[config.mk]
export PLATFORM = sky130hd
export DESIGN_NAME = gpio_regblk
export DESIGN_NICKNAME = d
export VERILOG_FILES = /design/src/rtl/gpio_regblk_pkg.sv /design/src/rtl/gpio_rst_sync.sv /design/src/rtl/gpio_addr_dec.sv /design/src/rtl/gpio_core_regs.sv /design/src/rtl/gpio_rd_port.sv /design/src/rtl/gpio_regblk.sv
export SDC_FILE = /design/constraint.sdc
export NUM_CORES = 1
export LEC_CHECK = 0
export ABC_AREA = 1
export BUFFER_PORTS_ARGS = -buffer_cell sky130_fd_sc_hd__buf_2
export CAP_MARGIN = 30
export CELL_PAD_IN_SITES_DETAIL_PLACEMENT = 1
export CELL_PAD_IN_SITES_GLOBAL_PLACEMENT = 2
export CORE_ASPECT_RATIO = 1.75
export CORE_MARGIN = 4
export CORE_UTILIZATION = 33
export DETAILED_ROUTE_END_ITERATION = 7
export PLACE_DENSITY_LB_ADDON = 0.1
export RECOVER_POWER = 25
export SYNTH_ARGS = -nofsm -noshare
export SYNTH_HDL_FRONTEND = slang
export SYNTH_SLANG_ARGS = --single-unit
[constraint.sdc]
create_clock -name clk -period 12.09 [get_ports clk]
set_input_delay 1.209 -clock clk [delete_from_list [all_inputs] [get_ports clk]]
set_output_delay 1.209 -clock clk [all_outputs]
set_load 0.02 [all_outputs]
[src/rtl/gpio_regblk_pkg.sv]
package gpio_regblk_pkg;

  // Byte offsets of the decoded words
  localparam logic [7:0] OFF_LEVEL = 8'h00;
  localparam logic [7:0] OFF_DIR   = 8'h04;
  localparam logic [7:0] OFF_SET   = 8'h08;
  localparam logic [7:0] OFF_CLR   = 8'h0C;
  localparam logic [7:0] OFF_RISE  = 8'h10;
  localparam logic [7:0] OFF_FALL  = 8'h14;
  localparam logic [7:0] OFF_EVT   = 8'h18;
  localparam logic [7:0] OFF_AUX   = 8'h20;

  localparam int N_SLOTS = 8;

  // Slot index of each decoded offset in the hit vector
  typedef enum logic [2:0] {
    SLOT_LEVEL = 3'd0,
    SLOT_DIR   = 3'd1,
    SLOT_SET   = 3'd2,
    SLOT_CLR   = 3'd3,
    SLOT_RISE  = 3'd4,
    SLOT_FALL  = 3'd5,
    SLOT_EVT   = 3'd6,
    SLOT_AUX   = 3'd7
  } slot_e;

  localparam logic [7:0] SLOT_OFFS [N_SLOTS] = '{
    OFF_LEVEL, OFF_DIR, OFF_SET, OFF_CLR,
    OFF_RISE, OFF_FALL, OFF_EVT, OFF_AUX
  };

  // Decoded target of the current bus address
  typedef struct packed {
    logic level;
    logic dir;
    logic set;
    logic clr;
    logic edge_cfg;
    logic aux;
    logic known;
  } sel_t;

endpackage

[src/rtl/gpio_rst_sync.sv]
module gpio_rst_sync #(
  parameter int STAGES = 2
) (
  input  logic clk,
  input  logic rst_n,
  output logic rst_n_sync
);

  logic [STAGES-1:0] chain_q;
  logic [STAGES-1:0] chain_d;

  always_comb begin
    chain_d = {chain_q[STAGES-2:0], 1'b1};
  end

  always_ff @(posedge clk or negedge rst_n) begin
    if (!rst_n) begin
      chain_q <= '0;
    end else begin
      chain_q <= chain_d;
    end
  end

  assign rst_n_sync = chain_q[STAGES-1];

endmodule

[src/rtl/gpio_addr_dec.sv]
module gpio_addr_dec
  import gpio_regblk_pkg::*;
#(
  parameter int ADDR_W = 6
) (
  input  logic [ADDR_W-1:0] addr,
  output sel_t              sel
);

  localparam int SLOT_BITS = 8;

  logic [N_SLOTS-1:0] hit;

  // One comparator per decoded slot; low two bits must be zero (word access)
  for (genvar i = 0; i < N_SLOTS; i++) begin : g_slot
    logic [SLOT_BITS-1:0] ext_addr;
    always_comb begin
      ext_addr = '0;
      ext_addr[ADDR_W-1:0] = addr;
      hit[i] = (ext_addr == SLOT_OFFS[i]);
    end
  end

  always_comb begin
    sel          = '0;
    sel.level    = hit[SLOT_LEVEL];
    sel.dir      = hit[SLOT_DIR];
    sel.set      = hit[SLOT_SET];
    sel.clr      = hit[SLOT_CLR];
    sel.edge_cfg = hit[SLOT_RISE] | hit[SLOT_FALL] | hit[SLOT_EVT];
    sel.aux      = hit[SLOT_AUX];
    sel.known    = |hit;
  end

endmodule

[src/rtl/gpio_core_regs.sv]
module gpio_core_regs
  import gpio_regblk_pkg::*;
#(
  parameter int DATA_W = 32
) (
  input  logic              clk,
  input  logic              rst_n,
  input  logic              wr_en,
  input  sel_t              sel,
  input  logic [DATA_W-1:0] wdata,
  output logic [DATA_W-1:0] level,
  output logic [DATA_W-1:0] dir,
  output logic [DATA_W-1:0] aux,
  output logic              reject
);

  logic [DATA_W-1:0] level_q, level_d;
  logic [DATA_W-1:0] dir_q,   dir_d;
  logic [DATA_W-1:0] aux_q,   aux_d;
  logic              level_en, dir_en, aux_en;
  logic              drives_output;
  logic              pin_op;

  // Whole-word gate: any overlap with an output bit admits the full value
  always_comb begin
    drives_output = |(wdata & dir_q);
    pin_op        = wr_en & (sel.set | sel.clr);
    reject        = pin_op & ~drives_output;
  end

  always_comb begin
    level_en = pin_op & drives_output;
    dir_en   = wr_en & sel.dir;
    aux_en   = wr_en & sel.aux;

    level_d = level_q;
    if (sel.set) begin
      level_d = level_q | wdata;
    end else if (sel.clr) begin
      level_d = level_q & ~wdata;
    end
    dir_d = wdata;
    aux_d = wdata;
  end

  always_ff @(posedge clk or negedge rst_n) begin
    if (!rst_n) begin
      level_q <= '0;
    end else if (level_en) begin
      level_q <= level_d;
    end
  end

  always_ff @(posedge clk or negedge rst_n) begin
    if (!rst_n) begin
      dir_q <= '0;
    end else if (dir_en) begin
      dir_q <= dir_d;
    end
  end

  always_ff @(posedge clk or negedge rst_n) begin
    if (!rst_n) begin
      aux_q <= '0;
    end else if (aux_en) begin
      aux_q <= aux_d;
    end
  end

  assign level = level_q;
  assign dir   = dir_q;
  assign aux   = aux_q;

endmodule

[src/rtl/gpio_rd_port.sv]
module gpio_rd_port
  import gpio_regblk_pkg::*;
#(
  parameter int DATA_W = 32
) (
  input  logic              clk,
  input  logic              rst_n,
  input  logic              rd_en,
  input  sel_t              sel,
  input  logic [DATA_W-1:0] level,
  input  logic [DATA_W-1:0] dir,
  input  logic [DATA_W-1:0] aux,
  output logic [DATA_W-1:0] rdata,
  output logic              rvld
);

  logic [DATA_W-1:0] rdata_q, rdata_d;
  logic              rvld_q, rvld_d;

  always_comb begin
    rdata_d = '0;
    unique case (1'b1)
      sel.level: rdata_d = level;
      sel.dir:   rdata_d = dir;
      sel.aux:   rdata_d = aux;
      default:   rdata_d = '0;
    endcase
    rvld_d = rd_en;
  end

  always_ff @(posedge clk or negedge rst_n) begin
    if (!rst_n) begin
      rdata_q <= '0;
    end else if (rd_en) begin
      rdata_q <= rdata_d;
    end
  end

  always_ff @(posedge clk or negedge rst_n) begin
    if (!rst_n) begin
      rvld_q <= 1'b0;
    end else begin
      rvld_q <= rvld_d;
    end
  end

  assign rdata = rdata_q;
  assign rvld  = rvld_q;

endmodule

[src/rtl/gpio_regblk.sv]
module gpio_regblk
  import gpio_regblk_pkg::*;
#(
  parameter int ADDR_W      = 6,
  parameter int DATA_W      = 32,
  parameter int N_IRQ       = 9,
  parameter int SYNC_STAGES = 2
) (
  input  logic              clk,
  input  logic              rst_n,
  input  logic              bus_vld,
  input  logic              bus_wr,
  input  logic [ADDR_W-1:0] bus_addr,
  input  logic [DATA_W-1:0] bus_wdata,
  output logic [DATA_W-1:0] bus_rdata,
  output logic              bus_rvld,
  output logic              bad_access,
  output logic [DATA_W-1:0] pin_level,
  output logic [DATA_W-1:0] pin_dir,
  output logic [N_IRQ-1:0]  irq_lines
);

  logic              rst_n_int;
  sel_t              sel;
  logic              wr_en, rd_en;
  logic              reject;
  logic [DATA_W-1:0] aux_word;
  logic              bad_d, bad_q;

  gpio_rst_sync #(.STAGES(SYNC_STAGES)) u_rst (
    .clk        (clk),
    .rst_n      (rst_n),
    .rst_n_sync (rst_n_int)
  );

  gpio_addr_dec #(.ADDR_W(ADDR_W)) u_dec (
    .addr (bus_addr),
    .sel  (sel)
  );

  always_comb begin
    wr_en = bus_vld &  bus_wr;
    rd_en = bus_vld & ~bus_wr;
  end

  gpio_core_regs #(.DATA_W(DATA_W)) u_regs (
    .clk    (clk),
    .rst_n  (rst_n_int),
    .wr_en  (wr_en),
    .sel    (sel),
    .wdata  (bus_wdata),
    .level  (pin_level),
    .dir    (pin_dir),
    .aux    (aux_word),
    .reject (reject)
  );

  gpio_rd_port #(.DATA_W(DATA_W)) u_rd (
    .clk   (clk),
    .rst_n (rst_n_int),
    .rd_en (rd_en),
    .sel   (sel),
    .level (pin_level),
    .dir   (pin_dir),
    .aux   (aux_word),
    .rdata (bus_rdata),
    .rvld  (bus_rvld)
  );

  // Bad-access pulse: unknown write target or a set/clear turned away
  always_comb begin
    bad_d = (wr_en & ~sel.known) | reject;
  end

  always_ff @(posedge clk or negedge rst_n_int) begin
    if (!rst_n_int) begin
      bad_q <= 1'b0;
    end else begin
      bad_q <= bad_d;
    end
  end

  assign bad_access = bad_q;
  assign irq_lines  = '0;

endmodule

==> impl_results.md, run 1 <==
- Status: finished, violations left
- Failing checks: capacitance limit, slew limit
- Most frequent cells in the layout: nand2_1 (376), dfrtp_1 (132), buf_2 (128), nand3_1 (67), o21ai_1 (46)
- Setup-failing EPs final: 0
- WL final: a little over 20000 um
- DR vias/cell: 4.944
- Synth cell types: 19
- # diodes: 0
- Reg clk slew, reported paths: 0.06 ns
- Worst setup SP type: flip-flop
- Cell taking the most area after synthesis: dfrtp_1
- Synth area leaders: dfrtp_1 (54%), nand2_1 (23%), nand3_1 (5.5%)
- P&R area growth vs syn: 23.51%
- Setup WS pre-CTS: between 8 and 9 ns
- Final Power: about 1.1 mW
- Slowest Stage Delay on Critical Path: approximately 2.6 ns
- Port Buffers: around 140
- Setup bufs post-CTS: 0
- CP max-delay cell: clkbuf_1
- Syn_area_per_cell: approximately 7.8 um^2
- Worst skew pair latency: ~0.42 ns
- FILL cells: roughly 2300
- WL/cell: approximately 18 um
- CTS Buffer Depth: 2
- DRC Markers: 0
- Grt met2 use: 0.3765
- Post-synthesis cell count: between 700 and 800
- Min Hold Slack: approximately 0.35 ns
- I/O Pins: approximately 150
- Critical path endpoint category: asynchronous set/reset pin
- Vias post-DR: 5730
- Post-route cell area: roughly 7600 um^2
- CTS Buf Count: 17
- RSZ-0062 raised after global routing: no
- Min cycle time layout: between 5 and 6 ns
- Hold Path Class: flip-flop to flip-flop
- Post-CTS Resized: 0
- Die Y: about 190 um
- Kind of critical path: flip-flop to asynchronous set/reset pin
- Root Buffer: clkbuf_16
- Largest net degree at the start of global routing: 68
- Commonest non-fill, non-tap cell in the layout: nand2_1
- Die ar.: 20950 um^2
- Share of the synthesized area in the top cell type: 0.5378
- Hpwl dp: 14200 um
- Crit path DAT: around 5.4 ns
- Core area: between 15000 and 20000 um^2
- Initial Util: 0.3387
- Transition time at the pin with the least slew margin: between 3 and 4 ns
- DIE WIDTH: 111.1 um
- Final Max Slew Viols: roughly 170
- Leak: approximately 4.2 nW
- Ys Warns: 0
- Final Hold Viols: 0
- Antenna-violating nets left: 0
- Initial antenna violation count: 0
- Layout cell share with drive strength beyond 1: 0.1946
- Grt total ovfl: 0
- DRT Pass-1 Iters: 4
- CP top delay family: buffers and inverters
- CP Cell Sequence: clkbuf_1
- 1st-iter DRT viols: ~230
- Post-DP Area: between 7000 and 8000 um^2
- Met1 Track Usage GR: 0.2269
- First-pass GRT wire length: roughly 34000 um
- Rows: between 60 and 70
- Setup TNS: 0 ns
- Max Fclk: 175.9 MHz
- Critical path peak fanout: 67
- CTS Hold Buffers Added: 0
- Most Crowded Layer GR: met2
- Worst-case vdd ir drop: slightly below 0.08 mV
- CTS tree: built
- Clock Skew: 0.008930 ns
- #FFs+latches synth: 132
- Slew HR: -1.373
- Bufs and invs on worst path: 1
- PD cells: around 150 nW/um^2
- NumNets Final: approximately 950
- CTS H-tree depth: 4
- Vias in the first global route: about 6300
- Sequential-to-total area share from yosys stat: 0.5378
- Final core utilization: 0.4183
- Global routing usage on met3: 0.03824
- Post-Place Cells: 1127
- Placer Congestion: 0.7562
- GRT Total Usage: 0.2012
- Mapped cell area: just over 6000 um^2
- Worst Path Required: about 12 ns
- Fin crit share: 0.4703
- Finished Layout Cells: between 1000 and 1500
- Worst setup margin: about 6.4 ns
- Clock Sinks: 132
- Max_cap viols: 3
==> metal layers <==
metal / vias up / wire [um]
met5: - / 0
met2: 120 / 11160
met4: 0 / 464
li1: 2746 / -
met1: 2841 / 8190
met3: 23 / 788
==> cells in the mapped netlist <==
library cell / instances
a211oi_1: 1
buf_2: 30
buf_4: 9
clkbuf_1: 13
conb_1: 2
dfrtp_1: 132
inv_1: 36
inv_2: 2
nand2_1: 377
nand2_2: 3
nand3_1: 67
nand4_1: 33
nor2_1: 14
nor2_4: 1
nor3_2: 1
nor3_4: 1
nor3b_4: 1
o21ai_0: 20
o21ai_1: 46
==> layout make-up <==
class                           count  area, um^2  area share
Sequential cell                   132        3303      0.4354
Multi-Input combinational cell    575        2484      0.3274
Timing Repair Buffer              148       770.7      0.1016
Clock buffer                       18       439.2     0.05789
Tap cell                          234       292.8     0.03859
Clock inverter                     14       153.9     0.02029
Inverter                           38       142.6     0.01880
==> power breakdown <==
part | internal (mW) | switching [mW] | leakage, nW
clock network | 0.311 | 0.208 | 0.283
registers | 0.461 | 0.0206 | 1.82
logic | 0.0336 | 0.0877 | 2.09
total | 0.806 | 0.316 | 4.19
==> cell families after synthesis <==
logic type	after synthesis	share of synthesized area
DFF	132	0.5378
buffers and inverters	90	0.06661
other	2	0.001223
AOI/OAI and AO/OA	67	0.05500
and+or+nand+nor	498	0.3394
==> worst paths after layout <==
kind	startpoint	end	slack (ns)	depth (start not counted)
min reg2reg	u_rst.chain_q[0]	u_rst.chain_q[1]	0.35	0
max	u_rst.chain_q[1]	u_rd.rdata[29]	6.40	1
max in group clk	bus_vld	u_rd.rdata[23]	7.67	7
min	u_rst.chain_q[0]	u_rst.chain_q[1]	0.35	0
max reg2reg	u_rst.chain_q[1]	u_rd.rdata[29]	6.40	1
min in group asynchronous	rst_n	u_rst.chain_q[0]	0.56	1
(Power assumes the default switching activity.)
==> run 2: changes to the inputs <==
Settings changed: CORE_UTILIZATION 33 to 27.
Clock period 12.09 ns to 4.7 ns, I/O delays scaled along.
==> run 2 against run 1 <==
  * The flow still finishes with violations (capacitance limit, slew limit)
  * Worst hold slack got worse by 0.016 ns
  * Critical path depth rose by 5
  * Total power rose to 2.7 times the previous value
  * Count of clock-buffer cells in the layout rose by 6
  * Flip-flop and latch count did not move
  * Clock power rose to 2.9 times the previous value
  * Clock skew rose by 0.00064 ns
  * Wire length rose by 7.3%
  * First-iteration DRC count fell by 15%
  * Cell area rose by 2.6%
  * Critical path type is now primary input to flip-flop
==> impl_results.md, run 2 (synthesis results as in run 1) <==
- R2r endpoint: u_regs.dir[31]
- Die ar.: 25320 um^2
- Grt total ovfl: 0
- CTS tree: built
- Worst Path Required: ~5.0 ns
- Clk pwr share: 0.492
- Max_cap viols: 2
- 1st-iter DRT viols: 197
- DIE WIDTH: about 120 um
- FILL cells: about 2800
- Multi-input gate area: about 2500 um^2
- Kind of critical path: primary input to flip-flop
- Reg2reg path depth: 1
- Initial Util: 0.2760
- Hold path endpoint: u_regs.dir[29]
- Worst setup SP type: primary input
- WL/cell: roughly 18 um
- GRT Total Usage: 0.1818
- Largest net degree at the start of global routing: 65
- Setup-failing EPs final: 0
- Reg clk slew, reported paths: around 0.06 ns
- Critical path peak fanout: 34
- Clock Skew: about 0.0096 ns
- Transition time at the pin with the least slew margin: about 2.2 ns
- Fraction of power consumed by sequential logic: 0.405
- Final Hold Viols: 0
- Post-route cell area: roughly 7800 um^2
- Critical path endpoint category: flip-flop
- Die Y: 207.5 um
- CTS Buffer Depth: 2
- WL final: roughly 22000 um
- Setup WS pre-CTS: 2.109 ns
- Setup bufs post-CTS: 0
- Worst-case vdd ir drop: ~0.17 mV
- Fin crit share: 0.6809
- Worst setup margin: around 1.5 ns
- DRT Pass-1 Iters: 4
- Status: finished, violations left
- Worst skew pair latency: between 0.4 and 0.5 ns
- Leak: 4.237 nW
- R2r setup slk: 2.26 ns
- Core area: ~22000 um^2
- Clock Sinks: roughly 130
- Hold Path Class: primary input to flip-flop
- Crit path DAT: around 3.5 ns
- DR vias/cell: around 4.7
- Initial antenna violation count: 1
- Finished Layout Cells: around 1200
- NetSw: 0.7876 mW
- Int Pwr: ~2.3 mW
- Reg area: 3303 um^2
- I/O Pins: roughly 150
- PD cells: 392.1 nW/um^2
- Min cycle time layout: 3.200 ns
- Post-Place Cells: about 1200
- Post-DP Area: between 7000 and 8000 um^2
- CTS H-tree depth: 4
- Antenna-violating nets left: 0
- Hold Path Depth: 3
- Setup TNS: 0 ns
- Slew HR: -0.4658
- Vias in the first global route: 6350
- R2R Path Start: u_rst.chain_q[1]
- Rows: just over 70
- Layout cell share with drive strength beyond 1: 0.1940
- Hpwl dp: around 15000 um
- Final Max Slew Viols: 79
- Comb pwr share: 0.103
- Port Buffers: 139
- Commonest non-fill, non-tap cell in the layout: nand2_1
- Most frequent cells in the layout: nand2_1 (376), dfrtp_1 (132), buf_2 (127), nand3_1 (67), o21ai_1 (46)
- Vias post-DR: around 5700
- NumNets Final: roughly 960
- Switching share of power: 0.2581
- P&R area growth vs syn: 26.69%
- Root Buffer: clkbuf_16
- CTS Hold Buffers Added: 1
- Hold Path Origin: bus_wdata[29]
- DRC Markers: 0
- Placer Congestion: 0.7725
- CTS Buf Count: 17
- Max Fclk: approximately 310 MHz
- First-pass GRT wire length: between 30000 and 40000 um
- Post-CTS Resized: 0
- RSZ-0062 raised after global routing: no
- Failing checks: capacitance limit, slew limit
[run 2: changes by cell type in the layout (fill, tap and decap cells not counted), moves of 3 or more]
cell       previous run  this run
clkbuf_8              1         4
bufinv_16             2         5
clkbuf_1             12        16
clkinv_4              4         0
inv_6                 3         0
[run 2: area by class of cell]
class / instances / area share
clock inverters: 8 / 0.02187
multi-input cells: 575 / 0.3201
well taps: 296 / 0.04760
diodes: 1 / 0.0003216
repair buffers: 151 / 0.1040
flip-flops and latches: 132 / 0.4245
clock buffers: 24 / 0.06319
inverters: 38 / 0.01833
[run 2: worst max-delay path by stage]
stage	startpoint	endpoint	slack, ns	cells after the start
2_1_floorplan	u_rst.chain_q[1]	asynchronous set/reset pin	0.75	0
3_3_place_gp	bus_addr[1]	u_regs.aux[22]	2.08	7
3_5_place_dp	bus_addr[1]	flip-flop	2.11	8
4_1_cts	u_regs.dir[24]	flip-flop	2.51	10
5_1_grt	bus_vld	u_rd.rdata[4]	1.17	7
6_report	bus_wr	u_rd.rdata[26]	1.50	6
[run 2: critical path: stages]
cell and delay (ns):
buf_2 0.12, nor2_4 0.08, clkbuf_1 1.56, inv_2 0.90, nand2_1 0.24, nand2_1 0.08
[run 2: per-stage QoR]
stage,util,hold slack [ns],power (mW)
2_1_floorplan,-,0.1744,1.439
3_3_place_gp,0.3179,0.2548,1.565
3_5_place_dp,0.3204,0.2557,1.581
4_1_cts,0.3506,0.3201,3.105
5_1_grt,0.3497,0.3389,3.185
6_report,0.3497,0.3384,3.051
[run 2: power by group through the flow]
stage | logic [mW] | registers (mW) | clock network [mW]
after floorplan | 0.156 | 1.28 | 0
after global placement | 0.309 | 1.26 | 0
after detailed placement | 0.324 | 1.26 | 0
after CTS | 0.325 | 1.24 | 1.54
after global routing | 0.358 | 1.24 | 1.58
final | 0.315 | 1.24 | 1.50
[run 2: per-layer routing]
layer / routed length (um) / global-route usage
met5: 0 / 0
met2: 12020 / 0.3365
met1: 8645 / 0.2028
met3: 878 / 0.03190
met4: 561 / 0.06886
